`src/rtl/pxdiv_pkg.sv`:
```
package pxdiv_pkg;
  localparam int DIV_W  = 12;
  localparam int FRAC_W = 4;
  localparam int INT_W  = DIV_W - FRAC_W;
  localparam logic [DIV_W-1:0] UNITY = DIV_W'(1 << FRAC_W);
endpackage

```
`src/rtl/pxdiv_quant.sv`:
```
module pxdiv_quant #(
  parameter int DIV_W  = pxdiv_pkg::DIV_W,
  parameter int FRAC_W = pxdiv_pkg::FRAC_W
) (
  input  logic [DIV_W-1:0] raw,
  output logic [DIV_W-1:0] quant
);
  localparam int INT_W = DIV_W - FRAC_W;
  localparam logic [DIV_W-1:0] UNITY = DIV_W'(1 << FRAC_W);

  logic [INT_W-1:0]  int_p;
  logic [FRAC_W-1:0] frac;
  logic              round_up;

  assign int_p    = raw[DIV_W-1:FRAC_W];
  assign frac     = raw[FRAC_W-1:0];
  assign round_up = &frac[FRAC_W-1 -: 2];

  // An even integer part is at most all-ones minus one, so +1 never wraps.
  always_comb begin
    quant = raw;
    if (int_p == '0)
      quant = UNITY;
    else if (int_p[0])
      quant = {int_p, frac[FRAC_W-1], {(FRAC_W-1){1'b0}}};
    else if (round_up)
      quant = {int_p + INT_W'(1), {FRAC_W{1'b0}}};
  end
endmodule

```
`src/rtl/pxdiv_phase.sv`:
```
module pxdiv_phase #(
  parameter int DIV_W  = pxdiv_pkg::DIV_W,
  parameter int FRAC_W = pxdiv_pkg::FRAC_W
) (
  input  logic             clk,
  input  logic             rst,
  input  logic             restart,
  input  logic [DIV_W-1:0] ratio,
  output logic             ce
);
  localparam int ACC_W = DIV_W + 1;
  localparam logic [ACC_W-1:0] STEP = ACC_W'(1 << FRAC_W);

  logic [ACC_W-1:0] acc;
  logic [ACC_W-1:0] acc_sum;
  logic [ACC_W-1:0] ratio_x;
  logic             hit;

  assign ratio_x = {1'b0, ratio};
  assign acc_sum = acc + STEP;
  assign hit     = (acc_sum >= ratio_x);

  always_ff @(posedge clk) begin
    if (rst || restart) begin
      acc <= '0;
      ce  <= 1'b0;
    end else begin
      acc <= hit ? (acc_sum - ratio_x) : acc_sum;
      ce  <= hit;
    end
  end

  AST_PHASE_BELOW_RATIO: assert property (@(posedge clk) disable iff (rst)
    acc < ratio_x);
endmodule

```
`src/rtl/pxclk_frac_gen.sv`:
```
module pxclk_frac_gen #(
  parameter int DIV_W  = pxdiv_pkg::DIV_W,
  parameter int FRAC_W = pxdiv_pkg::FRAC_W
) (
  input  logic             clk,
  input  logic             rst,
  input  logic [DIV_W-1:0] div_word,
  input  logic             div_load,
  output logic             pix_ce,
  output logic [DIV_W-1:0] div_eff
);
  localparam logic [DIV_W-1:0] UNITY = DIV_W'(1 << FRAC_W);

  logic [DIV_W-1:0] quant_w;

  pxdiv_quant #(.DIV_W(DIV_W), .FRAC_W(FRAC_W)) u_quant (
    .raw   (div_word),
    .quant (quant_w)
  );

  always_ff @(posedge clk) begin
    if (rst)
      div_eff <= UNITY;
    else if (div_load)
      div_eff <= quant_w;
  end

  pxdiv_phase #(.DIV_W(DIV_W), .FRAC_W(FRAC_W)) u_phase (
    .clk     (clk),
    .rst     (rst),
    .restart (div_load),
    .ratio   (div_eff),
    .ce      (pix_ce)
  );

  AST_ODD_HALF_ONLY: assert property (@(posedge clk) disable iff (rst)
    div_eff[FRAC_W] |-> (div_eff[FRAC_W-2:0] == '0));
  AST_EVEN_BELOW_ROUND: assert property (@(posedge clk) disable iff (rst)
    !div_eff[FRAC_W] |-> !(&div_eff[FRAC_W-1 -: 2]));
  AST_INT_NONZERO: assert property (@(posedge clk) disable iff (rst)
    div_eff[DIV_W-1:FRAC_W] != '0);
  AST_CE_LOW_AFTER_LOAD: assert property (@(posedge clk) disable iff (rst)
    div_load |=> !pix_ce);
  AST_RATIO_HELD: assert property (@(posedge clk) disable iff (rst)
    !div_load |=> $stable(div_eff));
endmodule

```
`config.mk`:
```
export PLATFORM = sky130hd
export DESIGN_NAME = pxclk_frac_gen
export DESIGN_NICKNAME = d
export VERILOG_FILES = /design/src/rtl/pxdiv_pkg.sv /design/src/rtl/pxdiv_quant.sv /design/src/rtl/pxdiv_phase.sv /design/src/rtl/pxclk_frac_gen.sv
export SDC_FILE = /design/constraint.sdc
export NUM_CORES = 1
export LEC_CHECK = 0
export BUFFER_PORTS_ARGS = -buffer_cell sky130_fd_sc_hd__buf_2
export CAP_MARGIN = 20
export CORE_MARGIN = 2
export CORE_UTILIZATION = 26
export CTS_BUF_LIST = sky130_fd_sc_hd__clkbuf_16
export DETAILED_ROUTE_END_ITERATION = 12
export GPL_ROUTABILITY_DRIVEN = 0
export HOLD_SLACK_MARGIN = 0.03
export PLACE_DENSITY = 0.46
export SLEW_MARGIN = 20
export SYNTH_ARGS = -nofsm -noshare
export SYNTH_HDL_FRONTEND = slang
export SYNTH_SLANG_ARGS = --single-unit
```
`constraint.sdc`:
```
create_clock -name clk -period 5.2 [get_ports clk]
set_input_delay 0.26 -clock clk [delete_from_list [all_inputs] [get_ports clk]]
set_output_delay 0.26 -clock clk [all_outputs]
set_load 0.1 [all_outputs]
```
==> results by group, run 1 <==
CTS
  • Post-CTS Repair Setup Buffers: 0
  • Clock buffer count from CTS: 3
  • CTS sink cnt: 26
  • CTS hold repair buffers: 0
  • Clk pin slew, worst setup/hold paths: roughly 0.070 ns
  • Clk Latency, worst-skew pair: 0.26 ns
  • Post-CTS sizing: 0
  • Root Driver: clkbuf_16
  • CTS tree: done
  • H-tree depth: 1
  • Longest Clk Path Bufs: 2

Timing
  • Final hold slack: ~0.19 ns
  • Tcrit/Tclk final: 0.641
  • Unrepaired setup endpoints after global routing: false
  • Setup TNS: 0 ns
  • Final worst path period need: ~3.3 ns
  • Max-slew headroom at the worst pin: 0.382
  • Worst Skew: around 0.0015 ns
  • Max Slew Vio Count: 0
  • Final setup fails: 0
  • Slew @ Worst Pin: just over 0.9 ns
  • Fmax: between 300 and 400 MHz
  • Hold Violations, Final: 0

Power
  • Sw Pwr: between 0.5 and 0.6 mW
  • Internal Power: a little under 0.7 mW
  • VDD IR max: 199 uV
  • Final Power: about 1.3 mW
  • Clock share of power: 0.183
  • Cell leakage power: roughly 0.92 nW
  • Combinational Power Share: 0.609
  • Sw Ratio: 0.445
  • Pwr per Cell Area: just over 600 nW/um2
  • Sequential share of power: 0.209

Synthesis
  • Yosys cell types: 39
  • Synth top area share: 0.305
  • Largest cells by area after synthesis: dfxtp_1 (31%), ha_1 (9.5%), mux2i_1 (7.6%)
  • YS warnings: 0
  • #FFs+latches synth: 26
  • Syn Nets: roughly 230
  • Mapped Area: approximately 1700 um2
  • Most common library cells after synthesis: dfxtp_1 (26), nor2_1 (23), inv_1 (17)
  • Post-Syn Instances: 205
  • Synth Area per Inst: 8.31 um2
  • Sequential area share after synthesis: 0.305
  • Async set-reset flop share out of synthesis: 0
  • Number of synthesized flops with an enable pin: 0
  • Leading area contributor after synthesis: dfxtp_1
  • Dominant synthesized flop cell: dfxtp_1
  • Most frequent cell after synthesis: dfxtp_1

Placed design
  • Post-DP HPWL: around 3100 um
  • Port Buffers: 27

Die
  • Die ar.: about 7200 um2
  • Num ports: 28
  • FP Rows: 29
  • Core footprint: roughly 6300 um2
  • Starting Density: 0.268
  • Die Y-Extent: around 85 um
  • Die width: between 80 and 90 um

Drt
  • WL final: around 4000 um
  • DR pass1 iterations: 4
  • Routed Antenna Nets: 0
  • WL/cell: approximately 13 um
  • Initial DRC count: between 50 and 60
  • Vias: around 1.5k
  • Vias per std cell: slightly below 5
  • DRC: 0

Run status
  • Status: complete, no violations

GRT
  • Global-route wire length before repair: between 6000 and 7000 um
  • Gr ovfl total: 0
  • Maximum number of pins on one net before global-route repair: 19
  • Antenna violations before repair: 0
  • Vias in the first global route: about 1.4k
  • Total global-route track usage: 0.118

Final layout
  • Layout cells sized above 1: 0.153
  • Area grow syn2layout: 17.8%
  • Nets: 259
  • ANT cells: 0

Job
  • Max-cap violations: 0

Hold path
  • Worst min-delay path category: primary input to flip-flop

Critical path
  • Max FO, Critical Path: 18
  • Flop2flop setup slack: about 1.9 ns
  • WS Path Type: flip-flop to flip-flop
  • Critical path capture point type: flip-flop
  • WP data required: 5.34 ns
  • Startpoint Class: flip-flop
  • Worst EP arrival: 3.47 ns
cell type report:
type	instances	area [um2]
fill	664	4340
multi-input combinational	155	1090
sequential	26	520
timing repair buffer	27	135
tap	77	96.3
clock buffer	3	75.1
inverter	17	63.8
clock inverter	1	30.0
per-stage QoR:
step,setup slack [ns],utilization,instance area [um2],std cells
after floorplan,2.02,-,1700,205
after global placement,1.93,0.300,1900,302
after detailed placement,1.88,0.300,1900,302
after CTS,1.87,0.316,2010,306
after global routing,1.61,0.316,2010,306
final,1.87,0.316,2010,306
logic make-up (layout without fill, tap and decap cells):
| kind of cell | Yosys count | after routing | synth area share |
|---|---|---|---|
| adders and majority gates | 14 | 14 | 0.107 |
| DFF | 26 | 26 | 0.305 |
| and+or+nand+nor | 68 | 68 | 0.198 |
| muxes | 13 | 13 | 0.0764 |
| xor gates and xnor gates | 12 | 12 | 0.0617 |
| AOI/OAI and AO/OA | 48 | 48 | 0.195 |
| buffers and inverters | 24 | 48 | 0.0573 |
metal layers:
metal | part of all wire | global-route usage
met1 | 0.54 | 0.179
met5 | 0 | 0
met2 | 0.42 | 0.176
met3 | 0.032 | 0.0175
met4 | 0.0091 | 0.0260
placed cells by master (no fill, tap or decap), types with 4 or more instances in the layout:
cell and instances:
a21oi_1 14, o21a_1 4, ha_1 13, inv_1 17
nor2_1 23, mux2i_1 13, o21ai_0 9, xnor2_1 6
nand2_1 10, buf_2 27, xor2_1 6, a21o_1 4
and3_1 4, dfxtp_1 26, nand3_1 8
flip-flops by register name (all words and copies together), names as in the netlist:
signal / count
div_eff: 12
u_phase.ce: 1
u_phase.acc: 13
worst paths after layout:
check	from	end	cells after the start
worst max-delay path	u_phase.acc[6]$_SDFF_PP0_	u_phase.acc[4]$_SDFF_PP0_	11
worst min-delay path	div_word[1]	div_eff[1]$_SDFFE_PP0P_	3
worst min register to register	u_phase.acc[0]$_SDFFE_PP0P_	u_phase.acc[0]$_SDFFE_PP0P_	2
worst max register to register	u_phase.acc[6]$_SDFF_PP0_	u_phase.acc[4]$_SDFF_PP0_	11
worst max-delay path, cell delays in order (launching register included):
cell	delay, ns
dfxtp_1	0.38
nand3_1	0.13
nor2_1	0.19
and3_1	0.20
xor2_1	0.24
ha_1	0.35
nand4_1	0.14
nor2_1	0.10
a2111o_1	0.43
a221oi_4	0.73
mux2i_1	0.26
nor2_1	0.06
power by group through the flow:
stage                     combinational, mW  clock, mW  sequential [mW]
final                                 0.762      0.229            0.261
after global routing                  0.840      0.240            0.267
after CTS                             0.756      0.234            0.261
after detailed placement              0.753          0            0.266
after global placement                0.756          0            0.265
after floorplan                       0.586          0            0.312
No activity file was read; power rests on OpenSTA's default activity.
==> run 2: changes to the inputs <==
==> constraint.sdc (replaced) <==
create_clock -name clk -period 3.37 [get_ports clk]
set_input_delay 0.1685 -clock clk [delete_from_list [all_inputs] [get_ports clk]]
set_output_delay 0.1685 -clock clk [all_outputs]
set_load 0.1 [all_outputs]
==> run 2 against run 1 <==
Sequential power up 55%. Cell count increased by 0.33%. Clock skew up 0.0028 ns. Hold slack worse by 0.083 ns. Register-to-register slack worse by 1.6 ns.
==> results by group, run 2 (synthesized netlist as in run 1, its figures left out) <==
Run status
  • Status: complete, no violations (unchanged)

CTS
  • Clock buffer count from CTS: 3 (unchanged)
  • Root Driver: clkbuf_16 (unchanged)
  • Post-CTS sizing: 0 (unchanged)
  • CTS sink cnt: 26 (unchanged)
  • Clk Latency, worst-skew pair: 0.26 ns (about the same)
  • CTS hold repair buffers: 0 (unchanged)
  • CTS tree: done (unchanged)
  • H-tree depth: 1 (unchanged)
  • Clk pin slew, worst setup/hold paths: 0.07 ns (about the same)
  • Longest Clk Path Bufs: 2 (unchanged)
  • Post-CTS Repair Setup Buffers: 0 (unchanged)

Critical path
  • WP data required: 3.56 ns (was 5.34 ns)
  • Max FO, Critical Path: 18 (unchanged)
  • Startpoint Class: flip-flop (unchanged)
  • WS Path Type: flip-flop to flip-flop (unchanged)
  • Critical path capture point type: flip-flop (unchanged)
  • CP max-delay cell: or3_1 (was a221oi_4)
  • Cells along the critical path: ha_1 -> nand4_1 -> nor2_1 -> xor2_1 -> ha_1 -> nand4_1 -> nor2_1 -> a2111o_1 -> a221oi_4 -> buf_4 -> or3_1 -> a21oi_1 (was nand3_1 -> nor2_1 -> and3_1 -> xor2_1 -> ha_1 -> nand4_1 -> nor2_1 -> a2111o_1 -> a221oi_4 -> mux2i_1 -> nor2_1)
  • Worst EP arrival: 3.28 ns (was 3.47 ns)
  • Flop2flop setup slack: 0.28 ns (was 1.87 ns)
  • Max stage delay on crit path: 0.39 ns (was 0.73 ns)

Drt
  • WL/cell: 13.0 um (was 13.3 um)
  • Routed wl met2: 1670 um (was 1700 um)
  • Routed Antenna Nets: 0 (unchanged)
  • Max Used Layer: met4 (unchanged)
  • Met3 wire len: 169 um (was 129 um)
  • DR pass1 iterations: 4 (unchanged)
  • Vias: 1481 (unchanged)
  • Initial DRC count: 93 (was 59)
  • WL final: 3990 um (was 4080 um)
  • DRC: 0 (unchanged)
  • Vias per std cell: 4.82 (was 4.84)
  • DRT met1 WL: 2120 um (was 2210 um)

Timing
  • Worst Skew: 0.00435 ns (was 0.00152 ns)
  • Max-slew headroom at the worst pin: 0.642 (was 0.382)
  • Slew @ Worst Pin: 0.535 ns (was 0.927 ns)
  • Fmax: 323 MHz (was 300 MHz)
  • Tcrit/Tclk final: 0.917 (was 0.641)
  • Final worst path period need: 3.09 ns (was 3.33 ns)
  • Hold Violations, Final: 0 (unchanged)
  • Final setup fails: 0 (unchanged)
  • Max Slew Vio Count: 0 (unchanged)
  • Setup TNS: 0 ns (unchanged)
  • Unrepaired setup endpoints after global routing: false (unchanged)
  • Final hold slack: 0.104 ns (was 0.186 ns)

Power
  • VDD IR max: 373 uV (was 199 uV)
  • Final Power: 1.95 mW (was 1.25 mW)
  • Pwr per Cell Area: 966 nW/um2 (was 624 nW/um2)
  • Cell leakage power: 0.920 nW (was 0.915 nW)

Final layout
  • Largest regs: u_phase.acc: 13 flops, div_eff: 12 flops, u_phase.ce: 1 flops (unchanged)
  • Most frequent cells in the layout: buf_2 (27), dfxtp_1 (26), nor2_1 (23) (unchanged)
  • ANT cells: 0 (unchanged)
  • Layout cells sized above 1: 0.157 (was 0.153)
  • Most flops, register: u_phase.acc (unchanged)
  • Nets: 260 (was 259)
  • Post-Layout Inst Area: 2010 um2 (about the same)
  • Area grow syn2layout: 18.2% (was 17.8%)
  • Max reg flops: 13 (unchanged)
  • Commonest non-fill, non-tap cell in the layout: buf_2 (unchanged)
  • Fin util: 0.317 (was 0.316)

GRT
  • Maximum number of pins on one net before global-route repair: 19 (unchanged)
  • Total global-route track usage: 0.119 (was 0.118)
  • Global-route wire length before repair: 7000 um (was 6880 um)
  • Gr ovfl total: 0 (unchanged)
  • Vias in the first global route: 1425 (was 1412)
  • Antenna violations before repair: 0 (unchanged)

Placed design
  • Port Buffers: 27 (unchanged)
  • Placed Area: 1910 um2 (was 1900 um2)
  • Post-DP HPWL: 3100 um (was 3120 um)

Die
  • FP Rows: 29 (unchanged)
  • Die width: 85.0 um (unchanged)
  • Num ports: 28 (unchanged)
  • Starting Density: 0.268 (unchanged)
  • Die ar.: 7220 um2 (unchanged)
  • Die Y-Extent: 85.0 um (unchanged)
  • Core footprint: 6350 um2 (unchanged)

Job
  • Max-cap violations: 0 (unchanged)

Hold path
  • Worst min-delay path category: primary input to flip-flop (unchanged)
-- run 2: cell count changes in the layout (fill, tap and decap cells not counted) --
| cell | change |
|---|---|
| buf_4 | +1 |
-- run 2: worst max-delay path, delay by kind of cell (launching register included) --
kind,cells,cell delay (ns)
adder cells (fa/ha/maj),2,0.53
AND/OR/NAND/NOR,5,1.11
buffers and inverters,1,0.24
XOR/XNOR,1,0.24
flip-flops,1,0.37
AO/OA/AOI/OAI,3,0.51
-- run 2: final timing paths --
kind / from / to / cells past startpoint
hold reg to reg: u_phase.acc[0]$_SDFFE_PP0P_ / u_phase.acc[0]$_SDFFE_PP0P_ / 2
setup / recovery: u_phase.acc[4]$_SDFF_PP0_ / u_phase.acc[9]$_SDFF_PP0_ / 12
setup reg to reg: u_phase.acc[4]$_SDFF_PP0_ / u_phase.acc[9]$_SDFF_PP0_ / 12
hold / removal: div_word[1] / div_eff[1]$_SDFFE_PP0P_ / 3
-- run 2: cell type report --
cell class                 instances  area (um2)
tap                               77        96.3
sequential                        26         520
inverter                          17        63.8
multi-input combinational        155        1090
clock inverter                     1        30.0
fill                             683        4340
clock buffer                       3        75.1
timing repair buffer              28         143
-- run 2: per-layer routing --
layer  GRT usage  vias up
li1            -      778
met1       0.181      669
met2       0.173       30
met3      0.0243        4
met4      0.0260        0
met5           0        -
-- run 2: power breakdown --
group | leakage (nW) | total [mW] | switching (mW) | internal [mW]
clock | 0.0511 | 0.350 | 0.113 | 0.237
combinational | 0.656 | 1.19 | 0.701 | 0.489
sequential | 0.213 | 0.404 | 0.0397 | 0.365
-- run 2: stage by stage --
step | worst slack (ns) | cells
after global routing | 0.0670 | 307
after detailed placement | 0.352 | 303
final | 0.278 | 307
after floorplan | 0.186 | 205
after global placement | 0.447 | 303
after CTS | 0.329 | 307
==> run 3: changes to the inputs <==
--- a/config.mk
+++ b/config.mk
@@ -5,15 +5,15 @@
 export SDC_FILE = /design/constraint.sdc
 export NUM_CORES = 1
 export LEC_CHECK = 0
-export BUFFER_PORTS_ARGS = -buffer_cell sky130_fd_sc_hd__buf_2
 export CAP_MARGIN = 20
 export CORE_MARGIN = 2
 export CORE_UTILIZATION = 26
 export CTS_BUF_LIST = sky130_fd_sc_hd__clkbuf_16
 export DETAILED_ROUTE_END_ITERATION = 12
+export DONT_BUFFER_PORTS = 1
 export GPL_ROUTABILITY_DRIVEN = 0
 export HOLD_SLACK_MARGIN = 0.03
-export PLACE_DENSITY = 0.46
+export PLACE_DENSITY = 0.42
 export SLEW_MARGIN = 20
 export SYNTH_ARGS = -nofsm -noshare
 export SYNTH_HDL_FRONTEND = slang
==> run 3 against run 2 <==
Critical path depth stayed put. Wire length is 1.1% lower. Global-route usage is 0.81 points lower. Hold slack worse by 0.061 ns. Maximum frequency hardly changed. Highest routed layer unchanged. Largest power group unchanged.
==> results by group, run 3 (synthesized netlist as in run 1, its figures left out) <==
Die
  • Die width: 85.0 um (unchanged)
  • Core footprint: 6350 um2 (unchanged)
  • Num ports: 28 (unchanged)
  • Die ar.: 7220 um2 (unchanged)
  • Die Y-Extent: 85.0 um (unchanged)
  • FP Rows: 29 (unchanged)
  • Starting Density: 0.268 (unchanged)

Final layout
  • Post-Layout Inst Area: 2010 um2 (about the same)
  • Most flops, register: u_phase.acc (unchanged)
  • Multi-input combinational cell area: 1090 um2 (unchanged)
  • Most frequent cells in the layout: dfxtp_1 (26), nor2_1 (23), inv_1 (17) (was buf_2 (27), dfxtp_1 (26), nor2_1 (23))
  • ANT cells: 0 (unchanged)
  • Layout cells sized above 1: 0.0963 (was 0.157)
  • Largest regs: u_phase.acc: 13 flops, div_eff: 12 flops, u_phase.ce: 1 flops (unchanged)
  • Fill cell count: 654 (was 683)
  • Max reg flops: 13 (unchanged)
  • Register area: 520 um2 (unchanged)
  • Nets: 248 (was 260)
  • Area grow syn2layout: 18.1% (was 18.2%)
  • Commonest non-fill, non-tap cell in the layout: dfxtp_1 (was buf_2)

Placed design
  • Port Buffers: 0 (was 27)
  • Placed Area: 1880 um2 (was 1910 um2)
  • Post-Place Setup Slack: 0.299 ns (was 0.352 ns)
  • Post-DP HPWL: 3090 um (was 3100 um)

GRT
  • Total global-route track usage: 0.111 (was 0.119)
  • Maximum number of pins on one net before global-route repair: 18 (was 19)
  • Gr ovfl total: 0 (unchanged)
  • GR Util met3: 0.0233 (was 0.0243)
  • Antenna violations before repair: 0 (unchanged)
  • GR peak layer: met2 (was met1)
  • Vias in the first global route: 1393 (was 1425)
  • Met2 usage: 0.171 (was 0.173)
  • Met1 Resource Use GR: 0.160 (was 0.181)
  • Global-route wire length before repair: 6550 um (was 7000 um)

Critical path
  • WS Path Type: flip-flop to flip-flop (unchanged)
  • WP data required: 3.51 ns (was 3.56 ns)
  • Worst EP arrival: 3.23 ns (was 3.28 ns)
  • Critical path depth in cells: 12 (unchanged)
  • Worst reg-to-reg path cell count: 12 (unchanged)
  • Worst setup path endpoint: u_phase.acc[4]$_SDFF_PP0_ (was u_phase.acc[9]$_SDFF_PP0_)
  • CP max-delay cell: a2111o_1 (was or3_1)
  • Worst r2r src: u_phase.acc[6]$_SDFF_PP0_ (was u_phase.acc[4]$_SDFF_PP0_)
  • Buf/Inv on CP: 1 (unchanged)
  • Startpoint Class: flip-flop (unchanged)
  • RR Endpoint: u_phase.acc[4]$_SDFF_PP0_ (was u_phase.acc[9]$_SDFF_PP0_)
  • CP most frequent cell: nor2_1
  • Max FO, Critical Path: 13 (was 18)
  • Cells along the critical path: nand3_1 -> nor2_1 -> and3_1 -> xor2_1 -> ha_1 -> nand4_1 -> nor2_1 -> a2111o_1 -> a221oi_4 -> buf_12 -> mux2i_1 -> nor2_1 (was ha_1 -> nand4_1 -> nor2_1 -> xor2_1 -> ha_1 -> nand4_1 -> nor2_1 -> a2111o_1 -> a221oi_4 -> buf_4 -> or3_1 -> a21oi_1)
  • Critical path capture point type: flip-flop (unchanged)
  • Flop2flop setup slack: 0.28 ns (about the same)
  • Critical Path Source: u_phase.acc[6]$_SDFF_PP0_ (was u_phase.acc[4]$_SDFF_PP0_)
  • Max stage delay on crit path: 0.43 ns (was 0.39 ns)
  • CP delay by family, top: simple AND/OR/NAND/NOR gates (unchanged)

Drt
  • WL final: 3950 um (was 3990 um)
  • Initial DRC count: 64 (was 93)
  • Vias: 1410 (was 1481)
  • Routed Antenna Nets: 0 (unchanged)
  • Vias per std cell: 4.78 (was 4.82)
  • DR pass1 iterations: 4 (unchanged)
  • WL/cell: 13.4 um (was 13.0 um)
  • DRC: 0 (unchanged)

Timing
  • Final setup fails: 0 (unchanged)
  • Max-slew headroom at the worst pin: 0.370 (was 0.642)
  • Fin worst setup slack: 0.281 ns (was 0.278 ns)
  • Final worst path period need: 3.09 ns (about the same)
  • Max Slew Vio Count: 0 (unchanged)
  • Hold Violations, Final: 0 (unchanged)
  • Tcrit/Tclk final: 0.917 (about the same)
  • Slew @ Worst Pin: 0.943 ns (was 0.535 ns)
  • Final hold slack: 0.0428 ns (was 0.104 ns)
  • Setup TNS: 0 ns (unchanged)
  • Worst Skew: 0.00343 ns (was 0.00435 ns)
  • Unrepaired setup endpoints after global routing: false (unchanged)
  • Fmax: 324 MHz (was 323 MHz)

Power
  • Pwr per Cell Area: 985 nW/um2 (was 966 nW/um2)
  • Cell leakage power: 0.880 nW (was 0.920 nW)
  • VDD IR max: 352 uV (was 373 uV)

Run status
  • Status: complete, no violations (unchanged)

CTS
  • Clock buffer count from CTS: 3 (unchanged)
  • Root Driver: clkbuf_16 (unchanged)
  • Clk pin slew, worst setup/hold paths: 0.07 ns (about the same)
  • Clk Latency, worst-skew pair: 0.26 ns (about the same)
  • Post-CTS Repair Setup Buffers: 0 (unchanged)
  • H-tree depth: 1 (unchanged)
  • CTS sink cnt: 26 (unchanged)
  • CTS tree: done (unchanged)
  • Longest Clk Path Bufs: 2 (unchanged)

Hold path
  • Worst min-delay path category: primary input to flip-flop (unchanged)

Job
  • Max-cap violations: 0 (unchanged)
## run 3: changes by cell type in the layout (fill, tap and decap cells not counted)
cell	delta
buf_2	-27
dlygate4sd3_1	+3
buf_4	+11
buf_12	+1
## run 3: final cells by class
type	count	area share
multi-input combinational	155	0.540
sequential	26	0.259
timing repair buffer	16	0.0697
tap	77	0.0479
clock buffer	3	0.0373
inverter	17	0.0317
clock inverter	1	0.0149
## run 3: report_power, final
| part | internal [mW] | switching (mW) | total [mW] |
|---|---|---|---|
| registers | 0.365 | 0.0647 | 0.429 |
| clock network | 0.236 | 0.113 | 0.350 |
| logic | 0.538 | 0.664 | 1.20 |
| total | 1.14 | 0.842 | 1.98 |
## run 3: worst min-delay path by stage
stage | endpoint | cells after the start | startpoint
2_1_floorplan | div_eff[1]$_SDFFE_PP0P_ | 2 | div_word[1]
3_3_place_gp | div_eff[10]$_SDFFE_PP0P_ | 1 | rst
3_5_place_dp | div_eff[9]$_SDFFE_PP0P_ | 1 | rst
4_1_cts | div_eff[3]$_SDFFE_PP0P_ | 2 | div_word[3]
5_1_grt | div_eff[3]$_SDFFE_PP0P_ | 2 | div_word[3]
6_report | div_eff[3]$_SDFFE_PP0P_ | 2 | div_word[3]
## run 3: what timing repair did
item,CTS,global route
hold buffers,3,0
gates resized for setup,0,0
hold endpoints to repair,9,0
## run 3: layer usage
| metal | share of wire | wire, um | up-vias |
|---|---|---|---|
| li1 | - | - | 757 |
| met1 | 0.53 | 2090 | 624 |
| met2 | 0.43 | 1690 | 27 |
| met3 | 0.037 | 146 | 2 |
| met4 | 0.0068 | 27 | 0 |
| met5 | 0 | 0 | - |
## run 3: worst reg2reg max path: stages (launching register included)
cell,delay (ns)
dfxtp_1,0.39
nand3_1,0.14
nor2_1,0.19
and3_1,0.19
xor2_1,0.23
ha_1,0.35
nand4_1,0.14
nor2_1,0.10
a2111o_1,0.43
a221oi_4,0.36
buf_12,0.20
mux2i_1,0.20
nor2_1,0.05
## run 3: stage by stage
| stage | utilization | std cells | power (mW) |
|---|---|---|---|
| 2_1_floorplan | - | 205 | 1.39 |
| 3_5_place_dp | 0.296 | 288 | 1.63 |
| 6_report | 0.317 | 295 | 1.98 |
| 5_1_grt | 0.317 | 295 | 2.14 |
| 3_3_place_gp | 0.296 | 288 | 1.65 |
| 4_1_cts | 0.317 | 295 | 1.99 |
